==> src/rtl/mbox_pkg.sv <==
package mbox_pkg;
  localparam int unsigned DATA_W    = 32;
  localparam int unsigned NCORE     = 2;
  localparam int unsigned ST_VALID  = 0;
  localparam int unsigned ST_READY  = 1;
  localparam int unsigned ST_OVF    = 2;
  localparam int unsigned ST_UNF    = 3;
  localparam int unsigned ST_USED_W = 4;
endpackage

==> src/rtl/mbox_fifo.sv <==
module mbox_fifo #(
  parameter int unsigned DATA_W = 32,
  parameter int unsigned DEPTH  = 8
) (
  input  logic              clk_i,
  input  logic              rst_ni,
  input  logic              push_i,
  input  logic [DATA_W-1:0] push_data_i,
  input  logic              pop_i,
  output logic [DATA_W-1:0] head_o,
  output logic              full_o,
  output logic              empty_o
);
  localparam int unsigned PTR_W = (DEPTH > 1) ? $clog2(DEPTH) : 1;
  localparam int unsigned CNT_W = $clog2(DEPTH + 1);

  logic [DATA_W-1:0] mem_q [DEPTH];
  logic [PTR_W-1:0]  wr_ptr_q, rd_ptr_q;
  logic [CNT_W-1:0]  cnt_q;
  logic              push_ok, pop_ok;

  assign full_o  = (cnt_q == CNT_W'(DEPTH));
  assign empty_o = (cnt_q == '0);
  assign push_ok = push_i & ~full_o;
  assign pop_ok  = pop_i & ~empty_o;
  assign head_o  = mem_q[rd_ptr_q];

  function automatic logic [PTR_W-1:0] nxt(input logic [PTR_W-1:0] p);
    return (p == PTR_W'(DEPTH - 1)) ? '0 : p + 1'b1;
  endfunction

  always_ff @(posedge clk_i) begin
    if (push_ok) mem_q[wr_ptr_q] <= push_data_i;
  end

  always_ff @(posedge clk_i or negedge rst_ni) begin
    if (!rst_ni) begin
      wr_ptr_q <= '0;
      rd_ptr_q <= '0;
      cnt_q    <= '0;
    end else begin
      if (push_ok) wr_ptr_q <= nxt(wr_ptr_q);
      if (pop_ok)  rd_ptr_q <= nxt(rd_ptr_q);
      unique case ({push_ok, pop_ok})
        2'b10:   cnt_q <= cnt_q + 1'b1;
        2'b01:   cnt_q <= cnt_q - 1'b1;
        default: cnt_q <= cnt_q;
      endcase
    end
  end
endmodule

==> src/rtl/mbox_core_stat.sv <==
module mbox_core_stat
  import mbox_pkg::*;
#(
  parameter int unsigned DW = DATA_W
) (
  input  logic          clk_i,
  input  logic          rst_ni,
  input  logic          push_i,
  input  logic          pop_i,
  input  logic          tx_full_i,
  input  logic          rx_empty_i,
  input  logic [DW-1:0] rx_head_i,
  input  logic          stat_wr_i,
  input  logic [DW-1:0] stat_wdata_i,
  output logic [DW-1:0] stat_o,
  output logic [DW-1:0] rd_data_o
);
  logic ovf_q, unf_q;
  logic ovf_set, unf_set, ovf_clr, unf_clr;

  assign ovf_set = push_i & tx_full_i;
  assign unf_set = pop_i & rx_empty_i;
  assign ovf_clr = stat_wr_i & stat_wdata_i[ST_OVF];
  assign unf_clr = stat_wr_i & stat_wdata_i[ST_UNF];

  always_ff @(posedge clk_i or negedge rst_ni) begin
    if (!rst_ni) begin
      ovf_q     <= 1'b0;
      unf_q     <= 1'b0;
      rd_data_o <= '0;
    end else begin
      // a fresh error outranks a clear in the same cycle
      ovf_q     <= ovf_set | (ovf_q & ~ovf_clr);
      unf_q     <= unf_set | (unf_q & ~unf_clr);
      rd_data_o <= (pop_i & ~rx_empty_i) ? rx_head_i : '0;
    end
  end

  always_comb begin
    stat_o           = '0;
    stat_o[ST_VALID] = ~rx_empty_i;
    stat_o[ST_READY] = ~tx_full_i;
    stat_o[ST_OVF]   = ovf_q;
    stat_o[ST_UNF]   = unf_q;
  end
endmodule

==> src/rtl/mbox_fifo_pair.sv <==
module mbox_fifo_pair
  import mbox_pkg::*;
#(
  parameter int unsigned DEPTH = 8
) (
  input  logic                        clk_i,
  input  logic                        rst_ni,
  input  logic [NCORE-1:0]            push_i,
  input  logic [NCORE-1:0][DATA_W-1:0] push_data_i,
  input  logic [NCORE-1:0]            pop_i,
  output logic [NCORE-1:0][DATA_W-1:0] pop_data_o,
  input  logic [NCORE-1:0]            stat_wr_i,
  input  logic [NCORE-1:0][DATA_W-1:0] stat_wdata_i,
  output logic [NCORE-1:0][DATA_W-1:0] stat_o
);
  logic [NCORE-1:0][DATA_W-1:0] head;
  logic [NCORE-1:0]             full, empty, q_pop;

  // queue c is written by core c and drained by its peer
  for (genvar c = 0; c < NCORE; c++) begin : g_core
    localparam int unsigned PEER = (c == 0) ? 1 : 0;

    assign q_pop[c] = pop_i[PEER];

    mbox_fifo #(.DATA_W(DATA_W), .DEPTH(DEPTH)) u_fifo (
      .clk_i       (clk_i),
      .rst_ni      (rst_ni),
      .push_i      (push_i[c]),
      .push_data_i (push_data_i[c]),
      .pop_i       (q_pop[c]),
      .head_o      (head[c]),
      .full_o      (full[c]),
      .empty_o     (empty[c])
    );

    mbox_core_stat #(.DW(DATA_W)) u_stat (
      .clk_i        (clk_i),
      .rst_ni       (rst_ni),
      .push_i       (push_i[c]),
      .pop_i        (pop_i[c]),
      .tx_full_i    (full[c]),
      .rx_empty_i   (empty[PEER]),
      .rx_head_i    (head[PEER]),
      .stat_wr_i    (stat_wr_i[c]),
      .stat_wdata_i (stat_wdata_i[c]),
      .stat_o       (stat_o[c]),
      .rd_data_o    (pop_data_o[c])
    );
  end
endmodule

==> config.mk <==
export PLATFORM = sky130hd
export DESIGN_NAME = mbox_fifo_pair
export DESIGN_NICKNAME = d
export VERILOG_FILES = /design/src/rtl/mbox_pkg.sv /design/src/rtl/mbox_fifo.sv /design/src/rtl/mbox_core_stat.sv /design/src/rtl/mbox_fifo_pair.sv
export SDC_FILE = /design/constraint.sdc
export NUM_CORES = 1
export LEC_CHECK = 0
export BUFFER_PORTS_ARGS = -buffer_cell sky130_fd_sc_hd__buf_4
export CORE_MARGIN = 2
export CORE_UTILIZATION = 54
export DETAILED_ROUTE_END_ITERATION = 8
export PLACE_DENSITY = 0.75
export SYNTH_ARGS = -nofsm -noshare
export SYNTH_HDL_FRONTEND = slang
export SYNTH_SLANG_ARGS = --single-unit
==> constraint.sdc <==
create_clock -name clk_i -period 12.1 [get_ports clk_i]
set_input_delay 1.815 -clock clk_i [delete_from_list [all_inputs] [get_ports clk_i]]
set_output_delay 1.815 -clock clk_i [all_outputs]
set_load 0.01 [all_outputs]
==> results of run 1 <==
[worst max path at each step]
stage,start,endpoint
final,g_core[1].u_fifo.cnt_q[1],stat_o[0]
after global placement,pop_i[1],g_core[0].u_fifo.cnt_q[2]
after CTS,g_core[1].u_fifo.cnt_q[1],stat_o[0]
after detailed placement,pop_i[1],g_core[0].u_fifo.cnt_q[2]
after floorplan,push_i[1],g_core[1].u_fifo.mem_q[0][0]
after global routing,g_core[1].u_fifo.cnt_q[1],stat_o[0]
[cells in the final DEF (no fill, tap or decap), drive strengths merged]
cell      instances
mux2             10
ha               14
nor4              3
a21o              3
inv               5
xnor2             3
clkbuf           69
a21oi             3
nor4b             2
nand3             3
or4               2
nor2             73
edfxtp          512
nand3b            2
buf             170
nor2b             1
a32o              1
nor3             13
o21ai             5
nand2b            7
mux4            128
clkinvlp          3
nand2            13
dfrtp            88
a22o              1
clkinv           31
bufinv            7
a2111oi           1
nor3b             1
conb             56
mux2i            64
xor2              7
and3b             1
[routing by layer]
| metal | vias up | track usage [%] | part of all wire, % |
|---|---|---|---|
| li1 | 4527 | - | - |
| met2 | 324 | 35.3 | 52 |
| met4 | 2 | 6.43 | 2.4 |
| met5 | - | 0 | 0.030 |
| met1 | 5460 | 25.9 | 39 |
| met3 | 77 | 4.08 | 6.4 |
[power by group through the flow]
stage	sequential, W	clock, W	combinational [W]
after floorplan	0.00287	0	0.00116
after global routing	0.00294	0.00196	0.00172
after CTS	0.00291	0.00187	0.00162
after detailed placement	0.00295	0	0.00161
after global placement	0.00293	0	0.00157
final	0.00290	0.00184	0.00158
[through the flow]
stage | worst slack [ps] | hold WS (ps) | instance area, um2 | power, W | cells
after floorplan | 6510 | 449 | 23100 | 0.00403 | 1126
final | 8420 | 489 | 26400 | 0.00632 | 1841
after CTS | 8390 | 489 | 26400 | 0.00641 | 1841
after global placement | 8420 | 472 | 24400 | 0.00450 | 1731
after detailed placement | 8400 | 476 | 24400 | 0.00455 | 1731
after global routing | 8360 | 536 | 26400 | 0.00662 | 1841
[final cells by class]
| cell class | instances | area, um2 | area share (%) |
|---|---|---|---|
| Inverter | 5 | 18.8 | 0.0710 |
| Multi-Input combinational cell | 417 | 4870 | 18.4 |
| Clock buffer | 69 | 1550 | 5.88 |
| Clock inverter | 41 | 442 | 1.67 |
| Timing Repair Buffer | 170 | 1280 | 4.83 |
| Sequential cell | 600 | 17600 | 66.6 |
| Tap cell | 539 | 674 | 2.55 |
[cells by family after synthesis]
kind of cell             share of synthesized area (%)
AND/OR/NAND/NOR                                   2.51
adder cells (fa/ha/maj)                          0.765
buffers and inverters                             3.30
multiplexers                                      15.9
XOR/XNOR                                         0.382
flip-flops                                        76.8
other                                           0.0164
AO/OA/AOI/OAI                                    0.393
[tightest hold or removal path, stage by stage (launching register included)]
cell and delay [ps]:
sky130_fd_sc_hd__dfrtp_1 340, sky130_fd_sc_hd__nand2_1 60, sky130_fd_sc_hd__o21ai_0 60
[sequential cells by signal, summed over array words and instances (netlist names)]
name,flops
g_core.u_stat.rd_data_o,64
g_core.u_fifo.mem_q,512
g_core.u_fifo.cnt_q,8
g_core.u_stat.unf_q,2
g_core.u_fifo.rd_ptr_q,6
g_core.u_stat.ovf_q,2
g_core.u_fifo.wr_ptr_q,6
==> impl.org, run 1 <==
** Global routing
- Vias in the first global route :: 10900
- The initial antenna violation count was 1.
- After global routing the overflow that remains totals 0.
- GRT Resource Usage Total :: just over 20%
- The first global-routing pass estimated 66.0 mm of wire.
- Largest net degree at the start of global routing :: 63

** Setup path
- Count of buffering cells on the critical path with inverters included :: 1
- Data arrives at the worst endpoint at roughly 1900 ps.
- Count of cell instances traversed by the critical path :: 2
- Kind of cell with the highest combined delay on the critical path :: simple AND/OR/NAND/NOR gates
- The largest single stage delay on the critical path is 620 ps.
- The critical path is of the reg2out type.
- Among all stages on the critical path, the largest delay is contributed by sky130_fd_sc_hd__or4_4.
- Critical path data required time :: 10280 ps
- Setup slack on the worst reg-to-reg path comes out at between 9000 and 10000 ps.
- In this run the worst path has a maximum fanout of 7.
- Worst reg2reg path depth :: 10
- The critical path goes through or4_4, buf_4.
- Startpoint of the worst register-to-register path :: g_core[0].u_fifo.cnt_q[3]
- Reg2reg end :: g_core[0].u_fifo.cnt_q[2]
- The worst setup path is captured at an output pin.
- The worst setup path is launched from a flip-flop.

** Placed design
- At the end of routability-driven placement, the weighted congestion stood at about 0.72.
- HPWL after DPL :: between 20 and 25 mm
- Number of I/O port buffers :: about 150

** Layout
- The number of antenna diodes in the final layout is 0.
- Cells with a size suffix above 1 make up approximately 33% of the layout.
- From synthesis to final layout, the design area changed by 15.4%.
- The layout has approximately 2800 filler cells.
- Layout Nets :: about 1400
- Final Core Density :: 63.0%

** Run status
- Run status :: complete, no violations

** Yosys
- Share of Yosys cell area claimed by the top area cell type :: 67.1%
- A synthesized cell averages about 21 um2.
- Portion of the post-synthesis area used by sequential elements :: 76.8%
- The netlist uses 39 different library cells.
- Most instantiated library cell after synthesis :: sky130_fd_sc_hd__edfxtp_1
- Counting flops and latches in the post-synthesis netlist gives 600.
- Ranked by total cell area, the synthesized netlist is headed by sky130_fd_sc_hd__edfxtp_1 67%, sky130_fd_sc_hd__mux4_2 13%, sky130_fd_sc_hd__dfrtp_1 9.6%.
- Synthesis produced approximately 1100 cells.
- Most instantiated cells after synthesis :: 512 x sky130_fd_sc_hd__edfxtp_1, 128 x sky130_fd_sc_hd__mux4_2, 88 x sky130_fd_sc_hd__dfrtp_1
- Of all cell types, the one taking the most synthesized area is sky130_fd_sc_hd__edfxtp_1.
- Summing every instance area after synthesis gives between 20000 and 25000 um2.
- Number of synthesized flops with an enable pin :: between 500 and 600
- Yosys warning count :: 0
- For this run, the leading register cell type out of synthesis is sky130_fd_sc_hd__edfxtp_1.
- Post-synth ARST share :: roughly 15%

** Floorplanning
- The die is approximately 210 um wide.
- Core footprint :: about 42000 um2
- The floorplan step defined a die boundary enclosing approximately 44000 um2.
- Pin placement for this block handled roughly 260 I/O pins.
- Number of rows created at floorplan :: 75
- For this configuration, the core starts out at a cell density of between 50% and 60%.
- From bottom edge to top edge, the die measures approximately 210 um.

** Power
- In this run, flip-flops and latches consume between 40% and 50% of the power.
- Ratio of total power to cell area :: 239 nW/um2
- The analysis attributes to net switching a power of roughly 0.0018 W.
- Proportion of power drawn by the clock network :: ~29%
- Net switching is ~28% of the power.
- Leakage power :: between 9 and 10 nW
- Share of total power in combinational logic :: approximately a quarter
- Pint :: 0.00453 W
- VDD sags by at most between 0.15 and 0.2 mV.

** Clock tree
- Count of hold buffers inserted by post-cts repair :: 0
- CTS HTree Levels :: 2
- Clock tree from TritonCTS :: done
- The later pin in the worst-skew pair is clocked with a latency of 620 ps.
- CTS root buf :: sky130_fd_sc_hd__clkbuf_16
- The clock passes through at most 3 buffers.
- CTS resizes :: 0
- CTS clock-pin slew for the worst setup and hold paths :: ~60 ps
- TritonCTS created between 50 and 60 clock buffers.
- Post-CTS setup buffer count :: 0
- Number of sinks driven by the clock tree :: 600

** Hold path
- The min-delay analysis places its worst path in the category reg2reg.
- The startpoint identified for the worst hold timing path is g_core[1].u_stat.unf_q.
- Terminating pin of the worst hold path :: g_core[1].u_stat.unf_q
- Worst hold stages :: 2

** Job
- Number of violations of the max-capacitance limit :: 0

** Detailed routing
- Wire per inst :: 23.5 um
- The first routing iteration left 751 violations.
- For this block, the routed nets add up to 43.3 mm of wire.
- Number of iterations in the first detailed-routing pass :: 5
- The routed layout has between 10000 and 15000 vias.
- Final ANT Viol Nets :: 0
- Dividing the detail-routed via count by the number of cells gives roughly 5.6.
- After detailed routing, the number of remaining DRC violations is 0.

** STA
- Setup repair after global routing left no endpoint under its margin.
- At the pin with the least slew margin, the transition time is roughly 1100 ps.
- Static timing analysis puts the maximum clock frequency at between 200 and 300 MHz.
- The hold violation count in the final report came to 0.
- Max-slew violation count :: 0
- Setup violations remaining at the end of the flow were counted as 0.
- Across the routed clock network, the largest skew measured is ~26 ps.
- Final Cycle Share :: a little under a third
- Final critical path time including I/O delays and setup :: between 3000 and 4000 ps
- Max-Slew Margin vs Limit :: between 20% and 30%
- Post-Route Setup TNS :: 0 ps
Note: power is estimated with default switching activity, not from simulation.
==> run 2: changes to the inputs <==
- clock period: 12.1 -> 3.7 ns (I/O delays scaled with it)
==> run 2 against run 1 <==
Compared with the run above: critical path depth rose by 8; global-route usage fell by 0.59 points; core utilization fell by 0.14 points; power rose to 3.2 times the previous value; final cell count rose by 0.33%; combinational power rose to 3.2 times the previous value; clock power rose to 3.1 times the previous value; worst setup slack got worse by 7400 ps; worst hold slack got worse by 320 ps.
==> impl.org, run 2 (synthesized netlist as in run 1, its figures left out) <==
** Run status
- Run status: complete, no violations (unchanged).

** Power
- The switching power as a share of total power came to 28.2% (was 28.3%).
- Leakage power :: 9.38 nW (was 9.43 nW)
- The portion of total power attributed to combinational logic is 24.7% (was 25.0%).
- The power share of the clock group is 27.7% (was 29.1%).
- The switching power total is 0.00575 W (was 0.00179 W).
- The maximum vdd ir drop came to 0.546 mV (was 0.198 mV).
- Ratio of total power to cell area :: 772 nW/um2 (was 239 nW/um2)
- Sequential share of power :: 47.6% (was 45.9%)
- The cell internal power dissipation is 0.0146 W (was 0.00453 W).

** Hold path
- The worst min-delay path category is in2reg (was reg2reg).
- Worst hold stages :: 1 (was 2)

** Clock tree
- Latest clock arrival within the worst-skew pair :: 610 ps (was 620 ps)
- Clock tree from TritonCTS :: done (unchanged)
- Buffer depth of the longest clock path :: 3 (unchanged)
- TritonCTS Buffers :: 58 (unchanged)
- The clock tree root driver cell is sky130_fd_sc_hd__clkbuf_16 (unchanged).
- The number of buffers added for setup after CTS was 0 (unchanged).
- Count of hold buffers inserted by post-cts repair :: 1 (was 0)
- CTS HTree Levels :: 2 (unchanged)
- CTS clock-pin slew for the worst setup and hold paths :: 60 ps (about the same)
- Number of sinks driven by the clock tree :: 600 (unchanged)
- CTS resizes :: 0 (unchanged)

** Detailed routing
- Wire per inst :: 22.9 um (was 23.5 um)
- The routed via count divided by cell count came to 5.59 (was 5.64).
- Total number of vias :: 10300 (was 10400)
- The total length of routed wires was 42.3 mm (was 43.3 mm).
- Number of iterations in the first detailed-routing pass :: 5 (unchanged)
- Final ANT Viol Nets :: 0 (unchanged)
- The DRC violation count after routing was 0 (unchanged).
- The initial DRC count was 767 (was 751).

** Layout
- Most frequent standard cell in the layout excluding fill and tap cells :: sky130_fd_sc_hd__edfxtp_1 (unchanged)
- Largest registers :: g_core.u_fifo.mem_q (512), g_core.u_stat.rd_data_o (64), g_core.u_fifo.cnt_q (8) (unchanged)
- Area Overhead vs Synth :: 15.1% (was 15.4%)
- Layout Nets :: 1405 (was 1402)
- Fill count :: 2771 (was 2755)
- The number of flip-flops in the largest register was 512 (unchanged).
- Reg with most FFs :: g_core.u_fifo.mem_q (unchanged)
- The area of all sequential standard cells was 17600 um2 (about the same).
- The share of post-route cells with drive strength above 1 is 32.3% (was 32.9%).
- The share of the core filled with cells came to 62.9% (was 63.0%).
- Commonest cells after routing, fill and taps aside :: 512 x sky130_fd_sc_hd__edfxtp_1, 169 x sky130_fd_sc_hd__buf_4, 128 x sky130_fd_sc_hd__mux4_2 (was 512 x sky130_fd_sc_hd__edfxtp_1, 170 x sky130_fd_sc_hd__buf_4, 128 x sky130_fd_sc_hd__mux4_2)
- The multi-input combinational cell area is 4870 um2 (about the same).

** Floorplanning
- Floorplan die width :: 210 um (unchanged)
- Starting density of the core :: 54.6% (unchanged)
- The number of top-level design ports is 264 (unchanged).
- The overall die height came to 210 um (unchanged).
- Number of rows created at floorplan :: 75 (unchanged)
- The full die area came to 44100 um2 (unchanged).
- Core footprint :: 41900 um2 (unchanged)

** Global routing
- GRT Resource Usage Total :: 19.7% (was 20.3%)
- The via count of the first global-routing pass came to 11000 (was 10900).
- The global-route wire length before repair is 64.6 mm (was 66.0 mm).
- Global-route congestion overflow total :: 0 (unchanged)
- The initial antenna violation count came to 3 (was 1).
- The pin count of the biggest net entering global routing is 49 (was 63).

** Setup path
- Arrival time reported for the critical path endpoint :: 3130 ps (was 1860 ps)
- The critical-path maximum fanout was 37 (was 7).
- Worst reg2reg path depth :: 10 (unchanged)
- The critical path class is reg2reg (was reg2out).
- The type of element launching the critical path was a flip-flop (unchanged).
- Critical path data required time :: 4170 ps (was 10280 ps)
- The kind of end point of the critical path is a flip-flop (was output pin).

** STA
- The sum of negative setup slack was 0 ps (unchanged).
- Clock Skews :: 27.0 ps (was 26.1 ps)
- The worst path needs approximately 2700 ps of the cycle, external delays included.
- Max-Slew Margin vs Limit :: 38.5% (was 28.6%)
- Final worst-path setup slack :: 1040 ps (was 8420 ps)
- Final hold violation count :: 0 (unchanged)
- In the finished design, the share of the clock period the worst path needs comes to a little under three quarters.
- Fmax achieved :: between 300 and 400 MHz
- The setup-violating endpoint count in the final report is 0 (unchanged).
- The worst hold margin came to 173 ps (was 489 ps).
- Max-slew violation count :: 0 (unchanged)
- Unrepaired setup endpoints after global routing: false (unchanged).
- The slew at the pin with the worst max-slew slack was 923 ps (was 1070 ps).

** Job
- Number of violations of the max-capacitance limit :: 0 (unchanged)

** Placed design
- The post-detailed-placement half-perimeter wirelength was 22.9 mm (was 22.6 mm).
- Number of I/O port buffers :: 147 (unchanged)
- The placement-stage worst setup slack came to 1020 ps (was 8400 ps).
- Final Wtd Congestion :: 0.723 (was 0.725)
[run 2: power groups by stage]
| stage | logic [W] | registers (W) | clock network (W) |
|---|---|---|---|
| 6_report | 0.00503 | 0.00969 | 0.00564 |
| 4_1_cts | 0.00514 | 0.00973 | 0.00577 |
| 5_1_grt | 0.00546 | 0.00984 | 0.00603 |
| 3_3_place_gp | 0.00499 | 0.00977 | 0 |
| 3_5_place_dp | 0.00509 | 0.00985 | 0 |
| 2_1_floorplan | 0.00381 | 0.00937 | 0 |
[run 2: layout make-up]
type / instances / share of cell area, %
sequential: 600 / 66.7
multi-input combinational: 417 / 18.5
clock buffer: 86 / 6.29
timing repair buffer: 173 / 5.08
tap: 539 / 2.56
clock inverter: 24 / 0.773
inverter: 5 / 0.0712
antenna: 3 / 0.0285
[run 2: path summary, 6_finish.rpt]
kind | startpoint | end | slack [ps]
max | g_core[1].u_fifo.cnt_q[1] | g_core[1].u_fifo.cnt_q[2] | 1040
min | push_data_i[16] | g_core[0].u_fifo.mem_q[6][16] | 170
max reg2reg | g_core[1].u_fifo.cnt_q[1] | g_core[1].u_fifo.cnt_q[2] | 1040
min reg2reg | g_core[1].u_fifo.cnt_q[3] | g_core[1].u_fifo.cnt_q[3] | 490
max in group asynchronous | rst_ni | g_core[1].u_fifo.rd_ptr_q[1] | 2380
min in group asynchronous | rst_ni | g_core[0].u_stat.rd_data_o[28] | 540
[run 2: critical path: stages, from the launching register on]
cell and delay (ps):
sky130_fd_sc_hd__dfrtp_1 460, sky130_fd_sc_hd__or4_4 620, sky130_fd_sc_hd__nand2_8 290, sky130_fd_sc_hd__inv_2 70, sky130_fd_sc_hd__ha_1 260, sky130_fd_sc_hd__xor2_1 170, sky130_fd_sc_hd__ha_1 180, sky130_fd_sc_hd__a21oi_1 140
sky130_fd_sc_hd__xor2_1 160, sky130_fd_sc_hd__nor2_1 60, sky130_fd_sc_hd__xor2_1 140
[run 2: routing by layer]
layer / up-vias / GRT usage (%) / routed length, um
met5: - / 0 / 0
met4: 0 / 6.38 / 798
met3: 49 / 3.90 / 2580
met2: 310 / 34.4 / 22200
met1: 5435 / 25.0 / 16800
li1: 4528 / - / -
[run 2: through the flow]
| stage | power [W] | std cells | area, um2 |
|---|---|---|---|
| finish | 0.0204 | 1847 | 26400 |
| global route | 0.0213 | 1847 | 26400 |
| CTS | 0.0206 | 1844 | 26400 |
| detailed placement | 0.0149 | 1733 | 24500 |
| global placement | 0.0148 | 1733 | 24500 |
| floorplan | 0.0132 | 1126 | 23100 |
==> run 3: changes to the inputs <==
- CORE_UTILIZATION: 54 -> 52
- clock period: 3.7 -> 2.26 ns (I/O delays scaled with it)
==> run 3 against run 2 <==
Compared with the run above: final area rose by 5.7%; flip-flop and latch count did not move; clock skew fell by 9.8 ps; wire length rose by 4.9%; critical endpoint is now stat_o[0]; die area rose by 3.8%; clock-buffer cell count fell by 10; worst hold slack got worse by 140 ps; largest power group unchanged; combinational power rose by 97%; clock power rose by 62%.
==> impl.org, run 3 (synthesized netlist as in run 1, its figures left out) <==
** Floorplanning
- Starting density of the core :: 52.9% (was 54.6%)
- The die boundary width was 214 um (was 210 um).
- Die area :: 45700 um2 (was 44100 um2)
- Number of rows created at floorplan :: 76 (was 75)
- The area inside the core boundary was 43300 um2 (was 41900 um2).
- Vert. Die Dim :: 214 um (was 210 um)
- Boundary Pins :: 264 (unchanged)

** Power
- Total power :: 0.0344 W (was 0.0204 W)
- Leakage power :: 9.99 nW (was 9.38 nW)
- The power density over cell area was 1230 nW/um2 (was 772 nW/um2).
- The maximum vdd ir drop is 0.865 mV (was 0.546 mV).

** Setup path
- Arrival time reported for the critical path endpoint :: 1900 ps (was 3130 ps)
- Worst Setup End Kind :: output pin (was flip-flop)
- Kind of critical path :: reg2out (was reg2reg)
- The type of element launching the critical path is a flip-flop (unchanged).
- The critical-path maximum fanout was 3 (was 37).
- Critical Path Most Common Cell :: sky130_fd_sc_hd__buf_4 (was sky130_fd_sc_hd__xor2_1)
- Kind of cell with the highest combined delay on the critical path :: simple AND/OR/NAND/NOR gates (unchanged)
- The worst path buffer plus inverter count came to 2 (was 1).
- The minimum setup slack among reg-to-reg paths was 30 ps (was 1040 ps).
- The critical path's slowest cell is sky130_fd_sc_hd__or4_4 (unchanged).
- CP peak stage delay :: 580 ps (was 620 ps)
- Sequence of cells on the critical path: or4_4, buf_4, buf_4 (was or4_4, nand2_8, inv_2, ha_1, xor2_1, ha_1, a21oi_1, xor2_1, nor2_1, xor2_1).
- The required time at the worst-slack endpoint was 1920 ps (was 4170 ps).

** Placed design
- The post-detailed-placement half-perimeter wirelength was 24.3 mm (was 22.9 mm).
- The total placed instance area came to 25200 um2 (was 24500 um2).
- Worst setup slack before clock tree synthesis :: -78.9 ps (was 1020 ps)
- The total of buffers placed on input and output ports came to 147 (unchanged).
- The placer congestion estimate was 0.749 (was 0.723).

** Layout
- The share of post-route cells with drive strength above 1 was 33.5% (was 32.3%).
- Commonest cells after routing, fill and taps aside: 512 x sky130_fd_sc_hd__edfxtp_1, 189 x sky130_fd_sc_hd__buf_4, 128 x sky130_fd_sc_hd__mux4_2 (was 512 x sky130_fd_sc_hd__edfxtp_1, 169 x sky130_fd_sc_hd__buf_4, 128 x sky130_fd_sc_hd__mux4_2).
- The number of flip-flops in the largest register is 512 (unchanged).
- The largest register by flop count is g_core.u_fifo.mem_q (unchanged).
- The layout net count was 1520 (was 1405).
- The area growth from synthesis to layout is 21.7% (was 15.1%).
- The leading cell type in the layout, fill and taps excluded was sky130_fd_sc_hd__edfxtp_1 (unchanged).
- Fill count :: 2826 (was 2771)
- Largest registers :: g_core.u_fifo.mem_q (512), g_core.u_stat.rd_data_o (64), g_core.u_fifo.cnt_q (8) (unchanged)
- The area of all placed cells without fillers is 27900 um2 (was 26400 um2).
- The area of all sequential standard cells was 17600 um2 (unchanged).
- The multi-input combinational cell area came to 4990 um2 (was 4870 um2).

** Detailed routing
- Number of iterations in the first detailed-routing pass :: 5 (unchanged)
- Post-DR vias/cell :: 5.42 (was 5.59)
- The DRC violation count after routing is 0 (unchanged).
- First-iteration detailed-routing DRC count :: 701 (was 767)
- The total length of routed wires is 44.4 mm (was 42.3 mm).
- The total vias in the final route is 10900 (was 10300).
- The average wire length per cell after detail routing is 22.1 um (was 22.9 um).
- The count of nets left with antenna violations after detail routing was 0 (unchanged).

** Global routing
- The pin count of the biggest net entering global routing is 45 (was 49).
- The residual overflow from global routing is 0 (unchanged).
- The initial antenna violation count was 3 (unchanged).
- The via count of the first global-routing pass was 11500 (was 11000).
- The global-route wire length before repair is 67.0 mm (was 64.6 mm).
- GRT Resource Usage Total :: 19.9% (was 19.7%)

** STA
- Final worst-path setup slack :: 19.2 ps (was 1040 ps)
- Setup violation total in the final timing report :: 0 (unchanged)
- Worst hold-check slack :: 35.8 ps (was 173 ps)
- Max-Slew Margin vs Limit :: 35.9% (was 38.5%)
- Derived from the worst setup path, the maximum achievable clock frequency is about 450 MHz.
- The hold violation count in the final report is 0 (unchanged).
- The clock period could shrink to between 2000 and 2500 ps.
- Pin slew with the least headroom to its limit :: 959 ps (was 923 ps)
- Unrepaired setup endpoints after global routing: true (was false).
- The clock tree skew after final layout was 17.2 ps (was 27.0 ps).
- The number of pins exceeding their max-slew limit in the final report is 0 (unchanged).
- The final critical path takes up between 90 and 100% of the cycle.

** Clock tree
- Buffer depth of the longest clock path :: 3 (unchanged)
- The TritonCTS sink count came to 600 (unchanged).
- The register clock-pin slew on the reported worst setup and hold paths was 60 ps (about the same).
- The depth of the CTS H-tree came to 2 (unchanged).
- The number of buffers inserted during clock tree synthesis was 57 (was 58).
- Latest clock arrival within the worst-skew pair :: 610 ps (about the same)
- CTS root buf :: sky130_fd_sc_hd__clkbuf_16 (unchanged)
- Clock tree from TritonCTS :: done (unchanged)

** Job
- The reported max-cap violation count was 0 (unchanged).

** Run status
- Run status: complete, no violations (unchanged).

** Hold path
- The worst min-delay path category is in2reg (unchanged).
run 3: cell types whose count changed in the layout (fill, tap and decap cells not counted), moves of 3 or more:
cell	delta
sky130_fd_sc_hd__ha_1	-3
sky130_fd_sc_hd__clkbuf_1	-4
sky130_fd_sc_hd__buf_12	+27
sky130_fd_sc_hd__clkinv_1	+5
sky130_fd_sc_hd__dfrtp_2	+3
sky130_fd_sc_hd__clkbuf_8	-6
sky130_fd_sc_hd__nor3_2	-7
sky130_fd_sc_hd__nor2_4	+3
sky130_fd_sc_hd__nor3_4	+8
sky130_fd_sc_hd__buf_4	+20
sky130_fd_sc_hd__nor2_2	-3
sky130_fd_sc_hd__dlygate4sd3_1	+69
run 3: stage by stage:
| stage | TNS, ps | util (%) | instances |
|---|---|---|---|
| 2_1_floorplan | -125040 | - | 1126 |
| 3_3_place_gp | -803 | 58.2 | 1814 |
| 3_5_place_dp | -2290 | 58.2 | 1814 |
| 4_1_cts | 0 | 64.2 | 1996 |
| 5_1_grt | -132 | 64.4 | 2007 |
| 6_report | 0 | 64.4 | 2007 |
run 3: path summary, 6_finish.rpt:
check	from	endpoint	cells after the start
min in group asynchronous	rst_ni	g_core[0].u_stat.rd_data_o[26]	2
worst min-delay path	push_i[0]	g_core[0].u_stat.ovf_q	2
max in group asynchronous	rst_ni	g_core[1].u_stat.rd_data_o[10]	3
worst min register to register	g_core[1].u_stat.ovf_q	g_core[1].u_stat.ovf_q	1
worst max register to register	g_core[1].u_fifo.cnt_q[1]	g_core[1].u_fifo.cnt_q[2]	10
worst max-delay path	g_core[1].u_fifo.cnt_q[1]	stat_o[0]	3
run 3: metal layers:
| layer | routed length (um) | GRT usage, % | up-vias |
|---|---|---|---|
| met5 | 0 | 0 | - |
| met4 | 794 | 5.53 | 0 |
| met3 | 2460 | 3.69 | 63 |
| met2 | 23400 | 35.1 | 318 |
| met1 | 17700 | 25.4 | 5723 |
| li1 | - | - | 4782 |
run 3: power breakdown:
| part | internal, W | switching (W) | total [W] |
|---|---|---|---|
| Combinational | 0.00519 | 0.00470 | 0.00989 |
| Sequential | 0.0142 | 0.00113 | 0.0154 |
| Clock | 0.00519 | 0.00395 | 0.00915 |
| Total | 0.0246 | 0.00979 | 0.0344 |
run 3: repair_timing:
item                       CTS  global route
hold buffers                70             0
pin swaps                    2             2
setup endpoints to repair   38             9
buffers inserted             4             8
gates resized for setup      2             3
hold endpoints to repair   596             0
run 3: worst register-to-register path: cells and delay by family (launching register included):
| family | cells | cell delay, ps |
|---|---|---|
| AOI/OAI and AO/OA | 1 | 120 |
| buffers and inverters | 1 | 40 |
| xor gates and xnor gates | 3 | 430 |
| adders and majority gates | 2 | 330 |
| DFF | 1 | 430 |
| and+or+nand+nor | 3 | 750 |
run 3: cell type report:
class / count / area share [%]
clock buffers: 76 / 5.60
well taps: 585 / 2.63
multi-input cells: 417 / 17.9
flip-flops and latches: 600 / 63.1
diodes: 3 / 0.0269
repair buffers: 289 / 9.76
inverters: 5 / 0.0763
clock inverters: 32 / 0.880
